===== src/rtl/lstx_pkg.sv =====
package lstx_pkg;
  typedef enum logic [2:0] {
    ST_IDLE,
    ST_PREP,
    ST_DATA,
    ST_SE0,
    ST_EOPJ
  } tx_state_e;

  typedef enum logic [2:0] {
    LN_REL,
    LN_PREJ,
    LN_BIT,
    LN_SE0,
    LN_J
  } line_mode_e;

  localparam logic [7:0] SYNC_BYTE = 8'h80;
endpackage


===== src/rtl/lstx_bit_timer.sv =====
module lstx_bit_timer #(
  parameter int TMR_W = 5
) (
  input  logic             clk,
  input  logic             rst_n,
  input  logic             en,
  input  logic             clr,
  input  logic [TMR_W-1:0] limit,
  output logic             last
);
  logic [TMR_W-1:0] cnt_q, cnt_d;

  always_comb begin
    cnt_d = cnt_q;
    if (clr)     cnt_d = '0;
    else if (en) cnt_d = cnt_q + TMR_W'(1);
  end

  always_ff @(posedge clk or negedge rst_n) begin
    if (!rst_n) cnt_q <= '0;
    else        cnt_q <= cnt_d;
  end

  assign last = (cnt_q == limit);
endmodule


===== src/rtl/lstx_byte_feed.sv =====
module lstx_byte_feed
  import lstx_pkg::*;
#(
  parameter int CNT_W  = 6,
  parameter int BYTE_W = 8
) (
  input  logic              clk,
  input  logic              rst_n,
  input  logic              load,
  input  logic [CNT_W-1:0]  count,
  input  logic              consume,
  input  logic [BYTE_W-1:0] rd_data,
  output logic [CNT_W-1:0]  rd_addr,
  output logic              cur_bit,
  output logic              valid
);
  localparam int BIDX_W = $clog2(BYTE_W);

  logic [BYTE_W-1:0] shift_q, shift_d;
  logic [BIDX_W-1:0] bidx_q, bidx_d;
  logic [CNT_W-1:0]  left_q, left_d;
  logic [CNT_W-1:0]  addr_q, addr_d;
  logic              valid_q, valid_d;

  always_comb begin
    shift_d = shift_q;
    bidx_d  = bidx_q;
    left_d  = left_q;
    addr_d  = addr_q;
    valid_d = valid_q;
    if (load) begin
      shift_d = BYTE_W'(SYNC_BYTE);
      bidx_d  = '0;
      left_d  = (count > CNT_W'(1)) ? (count - CNT_W'(1)) : '0;
      addr_d  = '0;
      valid_d = 1'b1;
    end else if (consume) begin
      if (bidx_q == BIDX_W'(BYTE_W - 1)) begin
        if (left_q != '0) begin
          shift_d = rd_data;
          addr_d  = addr_q + CNT_W'(1);
          left_d  = left_q - CNT_W'(1);
          bidx_d  = '0;
        end else begin
          valid_d = 1'b0;
        end
      end else begin
        shift_d = {1'b0, shift_q[BYTE_W-1:1]};
        bidx_d  = bidx_q + BIDX_W'(1);
      end
    end
  end

  always_ff @(posedge clk or negedge rst_n) begin
    if (!rst_n) begin
      shift_q <= '0;
      bidx_q  <= '0;
      left_q  <= '0;
      addr_q  <= '0;
      valid_q <= 1'b0;
    end else begin
      shift_q <= shift_d;
      bidx_q  <= bidx_d;
      left_q  <= left_d;
      addr_q  <= addr_d;
      valid_q <= valid_d;
    end
  end

  assign rd_addr = addr_q;
  assign cur_bit = shift_q[0];
  assign valid   = valid_q;
endmodule


===== src/rtl/lstx_stuffer.sv =====
module lstx_stuffer #(
  parameter int STUFF_RUN = 6
) (
  input  logic clk,
  input  logic rst_n,
  input  logic clr,
  input  logic step,
  input  logic bit_in,
  output logic stuff_now
);
  localparam int OW = $clog2(STUFF_RUN + 1);

  logic [OW-1:0] ones_q, ones_d;

  assign stuff_now = (ones_q == OW'(STUFF_RUN));

  always_comb begin
    ones_d = ones_q;
    if (clr) begin
      ones_d = '0;
    end else if (step) begin
      if (stuff_now)   ones_d = '0;
      else if (bit_in) ones_d = ones_q + OW'(1);
      else             ones_d = '0;
    end
  end

  always_ff @(posedge clk or negedge rst_n) begin
    if (!rst_n) ones_q <= '0;
    else        ones_q <= ones_d;
  end
endmodule


===== src/rtl/lstx_line.sv =====
module lstx_line
  import lstx_pkg::*;
(
  input  logic       clk,
  input  logic       rst_n,
  input  logic       upd,
  input  line_mode_e mode,
  input  logic       toggle,
  output logic       oe,
  output logic       dp,
  output logic       dm
);
  logic lvl_q, lvl_d;
  logic oe_q, oe_d, dp_q, dp_d, dm_q, dm_d;

  always_comb begin
    lvl_d = lvl_q;
    oe_d  = oe_q;
    dp_d  = dp_q;
    dm_d  = dm_q;
    if (upd) begin
      case (mode)
        LN_PREJ: begin
          lvl_d = 1'b1;
          oe_d  = 1'b0;
          dp_d  = 1'b0;
          dm_d  = 1'b1;
        end
        LN_BIT: begin
          lvl_d = lvl_q ^ toggle;
          oe_d  = 1'b1;
          dp_d  = ~(lvl_q ^ toggle);
          dm_d  = lvl_q ^ toggle;
        end
        LN_SE0: begin
          oe_d = 1'b1;
          dp_d = 1'b0;
          dm_d = 1'b0;
        end
        LN_J: begin
          oe_d = 1'b1;
          dp_d = 1'b0;
          dm_d = 1'b1;
        end
        default: begin
          lvl_d = 1'b1;
          oe_d  = 1'b0;
          dp_d  = 1'b0;
          dm_d  = 1'b0;
        end
      endcase
    end
  end

  always_ff @(posedge clk or negedge rst_n) begin
    if (!rst_n) begin
      lvl_q <= 1'b1;
      oe_q  <= 1'b0;
      dp_q  <= 1'b0;
      dm_q  <= 1'b0;
    end else begin
      lvl_q <= lvl_d;
      oe_q  <= oe_d;
      dp_q  <= dp_d;
      dm_q  <= dm_d;
    end
  end

  assign oe = oe_q;
  assign dp = dp_q;
  assign dm = dm_q;
endmodule


===== src/rtl/ls_usb_tx.sv =====
module ls_usb_tx
  import lstx_pkg::*;
#(
  parameter int CNT_W     = 6,
  parameter int ADDR_W    = 7,
  parameter int BIT_CYC   = 8,
  parameter int SE0_BITS  = 2,
  parameter int STUFF_RUN = 6,
  parameter int HS_BYTES  = 2
) (
  input  logic              clk,
  input  logic              rst_n,
  input  logic              start_i,
  input  logic [CNT_W-1:0]  byte_cnt_i,
  output logic [CNT_W-1:0]  rd_addr_o,
  input  logic [7:0]        rd_data_i,
  input  logic              new_addr_vld_i,
  input  logic [ADDR_W-1:0] new_addr_i,
  input  logic              rx_evt_i,
  output logic              dp_o,
  output logic              dm_o,
  output logic              oe_o,
  output logic              busy_o,
  output logic              done_o,
  output logic [ADDR_W-1:0] dev_addr_o
  ,output logic             rx_flag_o
);
  localparam int SE0_CYC = SE0_BITS * BIT_CYC;
  localparam int TMR_W   = $clog2(SE0_CYC + BIT_CYC + 1);

  tx_state_e         state_q, state_d;
  logic [CNT_W-1:0]  cnt_q, cnt_d;
  logic              stretch_q, stretch_d;
  logic [ADDR_W-1:0] addr_q, addr_d;
  logic              rxf_q, rxf_d;
  logic              done_q, done_d;

  logic             load, slot_go, se0_go, j_go, rel_go, commit;
  logic             tmr_last, tmr_en, tmr_clr;
  logic [TMR_W-1:0] tmr_limit;
  logic             cur_bit, feed_valid, stuff_now, more;
  line_mode_e       mode;
  logic             line_upd, toggle;

  lstx_bit_timer #(.TMR_W(TMR_W)) u_timer (
    .clk(clk), .rst_n(rst_n), .en(tmr_en), .clr(tmr_clr),
    .limit(tmr_limit), .last(tmr_last)
  );

  lstx_byte_feed #(.CNT_W(CNT_W), .BYTE_W(8)) u_feed (
    .clk(clk), .rst_n(rst_n), .load(load), .count(byte_cnt_i),
    .consume(slot_go & ~stuff_now), .rd_data(rd_data_i),
    .rd_addr(rd_addr_o), .cur_bit(cur_bit), .valid(feed_valid)
  );

  lstx_stuffer #(.STUFF_RUN(STUFF_RUN)) u_stuff (
    .clk(clk), .rst_n(rst_n), .clr(load), .step(slot_go),
    .bit_in(cur_bit), .stuff_now(stuff_now)
  );

  lstx_line u_line (
    .clk(clk), .rst_n(rst_n), .upd(line_upd), .mode(mode),
    .toggle(toggle), .oe(oe_o), .dp(dp_o), .dm(dm_o)
  );

  assign more = feed_valid | stuff_now;

  always_comb begin
    case (state_q)
      ST_DATA, ST_EOPJ: tmr_limit = TMR_W'(BIT_CYC - 1);
      ST_SE0:           tmr_limit = stretch_q ? TMR_W'(SE0_CYC) : TMR_W'(SE0_CYC - 1);
      default:          tmr_limit = '0;
    endcase
  end

  always_comb begin
    state_d = state_q;
    load    = 1'b0;
    slot_go = 1'b0;
    se0_go  = 1'b0;
    j_go    = 1'b0;
    rel_go  = 1'b0;
    case (state_q)
      ST_IDLE: if (start_i) begin
        load    = 1'b1;
        state_d = ST_PREP;
      end
      ST_PREP: begin
        slot_go = 1'b1;
        state_d = ST_DATA;
      end
      ST_DATA: if (tmr_last) begin
        if (more) slot_go = 1'b1;
        else begin
          se0_go  = 1'b1;
          state_d = ST_SE0;
        end
      end
      ST_SE0: if (tmr_last) begin
        j_go    = 1'b1;
        state_d = ST_EOPJ;
      end
      ST_EOPJ: if (tmr_last) begin
        rel_go  = 1'b1;
        state_d = ST_IDLE;
      end
      default: state_d = ST_IDLE;
    endcase
  end

  assign tmr_en  = (state_q != ST_IDLE);
  assign tmr_clr = load | slot_go | se0_go | j_go;
  assign commit  = se0_go & new_addr_vld_i & (cnt_q > CNT_W'(HS_BYTES));

  always_comb begin
    mode = LN_REL;
    if (load)         mode = LN_PREJ;
    else if (slot_go) mode = LN_BIT;
    else if (se0_go)  mode = LN_SE0;
    else if (j_go)    mode = LN_J;
  end
  assign line_upd = load | slot_go | se0_go | j_go | rel_go;
  assign toggle   = stuff_now | ~cur_bit;

  always_comb begin
    cnt_d     = load ? byte_cnt_i : cnt_q;
    stretch_d = se0_go ? commit : stretch_q;
    addr_d    = commit ? new_addr_i : addr_q;
    done_d    = rel_go;
    rxf_d     = rxf_q;
    if (se0_go)        rxf_d = 1'b0;
    else if (rx_evt_i) rxf_d = 1'b1;
  end

  always_ff @(posedge clk or negedge rst_n) begin
    if (!rst_n) begin
      state_q   <= ST_IDLE;
      cnt_q     <= '0;
      stretch_q <= 1'b0;
      addr_q    <= '0;
      rxf_q     <= 1'b0;
      done_q    <= 1'b0;
    end else begin
      state_q   <= state_d;
      cnt_q     <= cnt_d;
      stretch_q <= stretch_d;
      addr_q    <= addr_d;
      rxf_q     <= rxf_d;
      done_q    <= done_d;
    end
  end

  assign busy_o     = (state_q != ST_IDLE);
  assign done_o     = done_q;
  assign dev_addr_o = addr_q;
  assign rx_flag_o  = rxf_q;
endmodule


===== config.mk =====
export PLATFORM = sky130hd
export DESIGN_NAME = ls_usb_tx
export DESIGN_NICKNAME = d
export VERILOG_FILES = /design/src/rtl/lstx_pkg.sv /design/src/rtl/lstx_bit_timer.sv /design/src/rtl/lstx_byte_feed.sv /design/src/rtl/lstx_stuffer.sv /design/src/rtl/lstx_line.sv /design/src/rtl/ls_usb_tx.sv
export SDC_FILE = /design/constraint.sdc
export NUM_CORES = 1
export LEC_CHECK = 0
export BUFFER_PORTS_ARGS = -buffer_cell sky130_fd_sc_hd__buf_2
export CAP_MARGIN = 20
export CORE_MARGIN = 10
export CORE_UTILIZATION = 61
export CTS_CLUSTER_DIAMETER = 40
export DETAILED_ROUTE_END_ITERATION = 12
export GPL_TIMING_DRIVEN = 0
export PLACE_DENSITY = 0.94
export SETUP_SLACK_MARGIN = 0.15
export SLEW_MARGIN = 20
export SYNTH_ARGS = -nofsm -noshare
export SYNTH_HDL_FRONTEND = slang
export SYNTH_SLANG_ARGS = --single-unit

===== constraint.sdc =====
create_clock -name clk -period 3.1 [get_ports clk]
set_input_delay 0.62 -clock clk [delete_from_list [all_inputs] [get_ports clk]]
set_output_delay 0.62 -clock clk [all_outputs]
set_load 0.02 [all_outputs]

==> flow_metrics.py, run 1 <==
metrics = {
    "route": {
        "avgViaCountPerCell": 5.834,
        "finalWirelength_um": 7089,
        "ant_nets": 0,
        "dr.pass1.iters": 4,
        "drc": 0,
        "drt_iter0_markers": 223,
        "via_count": 2462,
        "wl_per_cell_um": 16.80,
    },
    "grt": {
        "grt_max_degree": 56,
        "antenna_found_initial": 0,
        "grt_pass1_vias": 2504,
        "grt_pass1_wl_um": 11920,
        "grt_overflow": 0,
        "track_usage": 0.1725,
    },
    "yosys": {
        "synth_edf_count": 0,
        "ys.flop_type": "dfrtp_1",
        "synth_common_cells": "54 x dfrtp_1, 36 x nand2_1, 18 x nor2_1",
        "synth_seq_area_share": 0.4599,
        "synth_seq_cells": 55,
        "syn-num-nets": 338,
        "yosysUniqueCellTypes": 60,
        "synth_most_common_cell": "dfrtp_1",
        "yosysWarnings": 0,
        "synthCells": 303,
        "yosysTopAreaCell": "dfrtp_1",
        "syn_area_mm2": 0.002995,
        "async_reset_ff_frac": 1.000,
        "synthTopCellsByArea": "dfrtp_1 45%, nand2_1 4.5%, ha_1 3.8%, mux2_4 3.5%, mux2i_1 3.3%",
        "synth.top_cell.area_share": 0.4511,
        "syn_avg_cell_area_um2": 9.886,
    },
    "clocking": {
        "cts_tree": "built",
        "cts-resized-gates": 0,
        "clkLatencyLatePin_ns": 0.32,
        "cts_max_level": 2,
        "postCtsSetupRepairBufs": 0,
        "clockBufferDepth": 2,
        "clk_pin_slew_worst_paths_ns": 0.10,
        "clockRootBuffer": "clkbuf_8",
        "cts.sinks": 55,
        "holdBufCountCts": 0,
        "cts_buffers": 5,
    },
    "setup_path": {
        "path_max_fanout": 10,
        "worst_setup_path_end_kind": "flop",
        "cp-startpoint": "u_feed.left_q[2]",
        "reg2reg_depth": 7,
        "worstSetupStartpointType": "flop",
        "cp_data_arrival_time_ns": 2.68,
        "r2r_start": "u_feed.left_q[2]",
        "cpMostUsedCell": "nand3_1",
        "worstSetupEndpoint": "u_feed.bidx_q[0]",
        "crit_path_max_incr_delay_ns": 0.61,
        "crit_slowest_cell": "nor2_1",
        "worstPathRequired_ns": 3.34,
        "crit_chain": "nor3_1 > nand3_1 > nor2_1 > a221o_1 > buf_2 > nand3_1 > o31ai_1",
        "critPathKind": "flop to flop",
        "r2r_slack_ns": 0.65,
        "r2r_end": "u_feed.bidx_q[0]",
    },
    "floorplanning": {
        "start_util": 0.6300,
        "io_pins": 45,
        "core_area_mm2": 0.004755,
        "rows": 25,
        "die-area_mm2": 0.008114,
        "die_w_um": 90.08,
        "die_h_um": 90.08,
    },
    "placement": {
        "hpwl_um": 5057,
        "dpl.cell_count": 414,
        "gp_congestion": 0.8454,
        "portBuffers": 44,
        "post-place-ws_ns": 0.7291,
    },
    "timing": {
        "fin_crit_ns": 2.449,
        "hold_viol": 0,
        "relSlewSlack": 0.4797,
        "worst_slew_pin_slew_ns": 0.7776,
        "fmax_mhz": 408.3,
        "tns_ns": 0,
        "setup_ws_ns": 0.6508,
        "rsz0062_at_grt": "no",
        "finalSetupViolations": 0,
        "clock_skew_ns": 0.006628,
        "slew_violations": 0,
        "post-route-period-util": 0.7901,
    },
    "layout": {
        "finalNetCount": 389,
        "fin_cells": 422,
        "syn_to_final_growth_pct": 14.12,
        "num_antenna_cells": 0,
        "drive_gt1_frac": 0.2254,
        "num-fill-cells": 348,
        "final_util": 0.7189,
    },
    "run_status": {
        "outcome": "finished, final reports clean",
    },
    "min_path": {
        "min_path_type": "primary input to asynchronous set/reset pin",
    },
    "pwr": {
        "p_total_mw": 2.812,
        "power_density_mw_per_mm2": 822.7,
        "cellLeakagePower_nw": 1.553,
        "ir_worst_vdd_mv": 0.5415,
    },
    "job": {
        "maxCapViolations": 0,
    },
}
-- critical path, delay by kind of cell (launching register included) --
| family | cells | cell delay (ns) |
|---|---|---|
| AOI/OAI and AO/OA | 2 | 0.41 |
| buffers and inverters | 1 | 0.24 |
| DFF | 1 | 0.46 |
| and+or+nand+nor | 4 | 1.24 |
-- per-layer routing --
metal  vias to the layer above  track usage  routed length (µm)
met3                        10      0.04073                 452
met1                      1173       0.2121                2972
met5                         -            0                   0
li1                       1198            -                   -
met4                         0      0.05703                  91
met2                        81       0.2900                3572
-- cells in the final DEF (no fill, tap or decap), drive strengths merged, types with 2 or more instances in the layout --
cell type  count
a211oi         2
a21boi         2
a21oi          7
a311o          2
a31o           3
and2           3
and3           3
buf           51
clkbuf        11
dfrtp         54
ha             9
inv           13
mux2           7
mux2i         11
nand2         36
nand2b         3
nand3         16
nand3b         2
nand4          4
nor2          20
nor2b          3
nor3          18
nor3b          2
nor4           2
o211ai         4
o21a           3
o21ai         21
o22ai          3
o311ai         3
o31ai          6
or3            3
or4            2
xnor2          5
xor2           5
-- where the power goes --
group          switching (mW)  internal [mW]
Sequential              0.193          0.960
Combinational           0.684          0.480
Clock                   0.250          0.245
-- state kept, by name, summed over array words and instances (netlist names), 3 cells and up --
register / count
cnt_q: 6
u_feed.bidx_q: 3
u_timer.cnt_q: 5
u_stuff.ones_q: 3
u_feed.rd_addr: 6
u_feed.left_q: 6
dev_addr_o: 7
u_feed.shift_q: 8
state_q: 3
-- worst min path at each step --
stage,depth (start not counted),end
2_1_floorplan,0,cnt_q[0]
5_1_grt,1,u_feed.bidx_q[1]
3_3_place_gp,2,cnt_q[4]
3_5_place_dp,2,cnt_q[5]
4_1_cts,1,u_feed.rd_addr[3]
6_report,1,u_line.dm
-- metrics by stage --
step	hold WS [ns]	cell area [µm²]
after floorplan	0.3244	2995
after global placement	0.4625	3299
after detailed placement	0.4702	3302
after CTS	0.3617	3418
after global routing	0.3826	3418
final	0.3280	3418
-- area by class of cell --
type	count	area, µm²	area share
Clock inverter	3	47.55	0.01391
Sequential cell	55	1378	0.4030
Inverter	12	45.04	0.01318
Tap cell	67	83.83	0.02452
Timing Repair Buffer	44	222.7	0.06515
Clock buffer	5	68.82	0.02013
Buffer	13	63.81	0.01867
Multi-Input combinational cell	223	1509	0.4414
-- cells by family after synthesis --
logic type | Yosys count | share of synthesized area
AND/OR/NAND/NOR | 120 | 0.2055
AO/OA/AOI/OAI | 66 | 0.1554
flip-flops | 55 | 0.4599
buffers and inverters | 25 | 0.03634
multiplexers | 18 | 0.07602
XOR/XNOR | 10 | 0.02924
adder cells (fa/ha/maj) | 9 | 0.03759
Note: power is estimated with default switching activity, not from simulation.
==> run 2, diff against run 1 <==
--- a/config.mk
+++ b/config.mk
@@ -5,14 +5,15 @@
 export SDC_FILE = /design/constraint.sdc
 export NUM_CORES = 1
 export LEC_CHECK = 0
+export ABC_AREA = 1
 export BUFFER_PORTS_ARGS = -buffer_cell sky130_fd_sc_hd__buf_2
 export CAP_MARGIN = 20
 export CORE_MARGIN = 10
-export CORE_UTILIZATION = 61
+export CORE_UTILIZATION = 51
 export CTS_CLUSTER_DIAMETER = 40
 export DETAILED_ROUTE_END_ITERATION = 12
 export GPL_TIMING_DRIVEN = 0
-export PLACE_DENSITY = 0.94
+export PLACE_DENSITY = 0.84
 export SETUP_SLACK_MARGIN = 0.15
 export SLEW_MARGIN = 20
 export SYNTH_ARGS = -nofsm -noshare
==> constraint.sdc (replaced) <==
create_clock -name clk -period 2.15 [get_ports clk]
set_input_delay 0.43 -clock clk [delete_from_list [all_inputs] [get_ports clk]]
set_output_delay 0.43 -clock clk [all_outputs]
set_load 0.02 [all_outputs]
==> flow_metrics.py, run 2 <==
metrics = {
    "timing": {
        "worst_slew_pin_slew_ns": 0.6845,
        "fin_crit_ns": 1.963,
        "hold_viol": 0,
        "clock_skew_ns": 0.004781,
        "rsz0062_at_grt": "yes",
        "tns_ns": 0,
        "fmax_mhz": 509.5,
        "relSlewSlack": 0.5437,
        "holdWs_ns": 0.1449,
        "slew_violations": 0,
        "post-route-period-util": 0.9130,
        "finalSetupViolations": 0,
    },
    "clocking": {
        "cts_buffers": 5,
        "cts_tree": "built",
        "cts.sinks": 55,
        "clkLatencyLatePin_ns": 0.31,
        "clk_pin_slew_worst_paths_ns": 0.11,
        "clockBufferDepth": 2,
        "holdBufCountCts": 0,
        "clockRootBuffer": "clkbuf_8",
        "cts_max_level": 2,
    },
    "pwr": {
        "internal_power_mw": 2.555,
        "clkPwrFrac": 0.127,
        "pwr-share-seq": 0.343,
        "power_density_mw_per_mm2": 1338,
        "swShare": 0.4743,
        "cellLeakagePower_nw": 1.957,
        "comb_power_share": 0.530,
        "ir_worst_vdd_mv": 0.6726,
        "power_switching_mw": 2.305,
    },
    "yosys": {
        "syn-num-nets": 432,
        "synthCells": 397,
        "yosysTopAreaCell": "dfrtp_1",
        "synth.top_cell.area_share": 0.4428,
        "synth_seq_area_share": 0.4514,
        "yosysUniqueCellTypes": 33,
        "syn_avg_cell_area_um2": 7.687,
        "synth_seq_cells": 55,
        "synth_most_common_cell": "nand2_1",
        "synthTopCellsByArea": "dfrtp_1 44%, nand2_1 16%, inv_1 5.3%, nand4_1 4.3%, ha_1 3.7%",
        "async_reset_ff_frac": 1.000,
        "yosysWarnings": 0,
        "ys.flop_type": "dfrtp_1",
        "synth_edf_count": 0,
        "syn_area_mm2": 0.003052,
        "synth_common_cells": "132 x nand2_1, 54 x dfrtp_1, 43 x inv_1",
    },
    "placement": {
        "portBuffers": 44,
        "gp_congestion": 0.8576,
        "hpwl_um": 4897,
        "placed_area_mm2": 0.003368,
    },
    "layout": {
        "largest_reg_flops": 8,
        "final_cell_mix": "128 x nand2_1, 51 x dfrtp_1, 48 x buf_2",
        "largest_register": "u_feed.shift_q",
        "syn_to_final_growth_pct": 19.07,
        "final_util": 0.6210,
        "final_common_cell": "nand2_1",
        "multi_input_area_mm2": 0.001530,
        "finalNetCount": 491,
        "drive_gt1_frac": 0.2210,
        "design_area_mm2": 0.003633,
        "num-fill-cells": 483,
        "num_antenna_cells": 0,
        "regArea_mm2": 0.001381,
    },
    "grt": {
        "track_usage": 0.1434,
        "grt_max_degree": 56,
        "grt_pass1_vias": 2679,
        "grt_pass1_wl_um": 11840,
        "grt_overflow": 0,
        "antenna_found_initial": 0,
    },
    "route": {
        "via_count": 2830,
        "avgViaCountPerCell": 5.320,
        "top_layer": "met4",
        "drc": 0,
        "wl_met3_um": 290,
        "drt_iter0_markers": 183,
        "ant_nets": 0,
        "finalWirelength_um": 7063,
        "m1WireLength_um": 3026,
        "dr.pass1.iters": 5,
        "wl_per_cell_um": 13.28,
        "met2_wirelength_um": 3534,
    },
    "setup_path": {
        "cp_data_arrival_time_ns": 2.18,
        "critPathKind": "flop to flop",
        "worstSetupStartpointType": "flop",
        "crit_chain": "buf_4 > nand3_4 > nand2_1 > nand2_1 > nand2_2 > nor2_4 > nand2_2 > nand2_4 > nand3_4 > nand2_4 > nand2_2 > buf_6 > nand2_1 > nand2_1",
        "worstPathRequired_ns": 2.36,
        "cpMostUsedCell": "nand2_1",
        "path_max_fanout": 10,
        "crit_path_max_incr_delay_ns": 0.47,
        "crit_slowest_cell": "dfrtp_2",
        "r2r_slack_ns": 0.19,
        "worst_setup_path_end_kind": "flop",
    },
    "floorplanning": {
        "start_util": 0.5216,
        "rows": 28,
        "io_pins": 45,
        "die-area_mm2": 0.009478,
        "die_w_um": 97.36,
        "die_h_um": 97.36,
        "core_area_mm2": 0.005851,
    },
    "job": {
        "maxCapViolations": 0,
    },
    "min_path": {
        "min_path_type": "primary input to asynchronous set/reset pin",
    },
    "run_status": {
        "outcome": "finished, final reports clean",
    },
}
-- run 2: cell count changes in the layout (fill, tap and decap cells not counted), sizes merged, moves of 4 or more --
cell	previous run	this run
mux2i	11	0
nand4	4	22
nand2	36	137
mux2	7	0
nor3	18	5
buf	51	61
nor2	20	31
clkbuf	11	7
inv	13	48
nand3	16	24
-- run 2: layout make-up --
cell class,instances,area share
Clock inverter,3,0.007576
Tap cell,75,0.02583
Multi-Input combinational cell,284,0.4211
Timing Repair Buffer,52,0.07782
Buffer,11,0.01825
Clock buffer,5,0.01894
Inverter,47,0.05028
Sequential cell,55,0.3802
-- run 2: worst paths after layout --
| kind | end | startpoint | cells after the start |
|---|---|---|---|
| setup / recovery | u_feed.bidx_q[2] | state_q[2] | 14 |
| min in group clk | dev_addr_o[3] | new_addr_i[3] | 3 |
| hold / removal | dev_addr_o[1] | rst_n | 1 |
| setup reg to reg | u_feed.bidx_q[2] | state_q[2] | 14 |
| hold reg to reg | cnt_q[5] | cnt_q[5] | 2 |
| max in group asynchronous | state_q[2] | rst_n | 1 |
-- run 2: critical path: cells and delay by family (launching register included) --
kind,cells,cell delay (ns)
buffers and inverters,2,0.30
DFF,1,0.47
and+or+nand+nor,12,1.09
-- run 2: routing by layer --
metal | GRT usage | vias up
met5 | 0 | -
met4 | 0.05705 | 0
met3 | 0.02845 | 24
met2 | 0.2479 | 81
met1 | 0.1694 | 1329
li1 | - | 1396
-- run 2: what timing repair did --
action	4_1_cts	5_1_grt
endpoints found under the hold margin	0	0
endpoints found under the setup margin	10	40
gates resized for setup	1	27
pin swaps	0	7
setup buffers	0	8
-- run 2: cell families after synthesis --
kind of cell               Yosys count  synth area share
DFF                                 55            0.4514
adders and majority gates            9           0.03690
AOI/OAI and AO/OA                   39           0.06888
and+or+nand+nor                    223            0.3280
xor gates and xnor gates            13           0.03731
buffers and inverters               58           0.07749
-- run 2: stage by stage --
stage,instances,total power [mW],setup slack [ns]
6_report,532,4.860,0.1872
5_1_grt,532,5.302,0.04240
4_1_cts,524,4.543,0.1589
3_5_place_dp,516,3.898,0.1727
3_3_place_gp,516,3.810,0.2079
2_1_floorplan,397,3.327,0.4473
-- run 2: power by group through the flow --
stage	Combinational [mW]	Clock (mW)	Sequential [mW]
global route	2.93	0.664	1.71
floorplan	1.62	0	1.71
finish	2.58	0.619	1.67
global placement	2.16	0	1.65
CTS	2.27	0.626	1.65
detailed placement	2.23	0	1.67
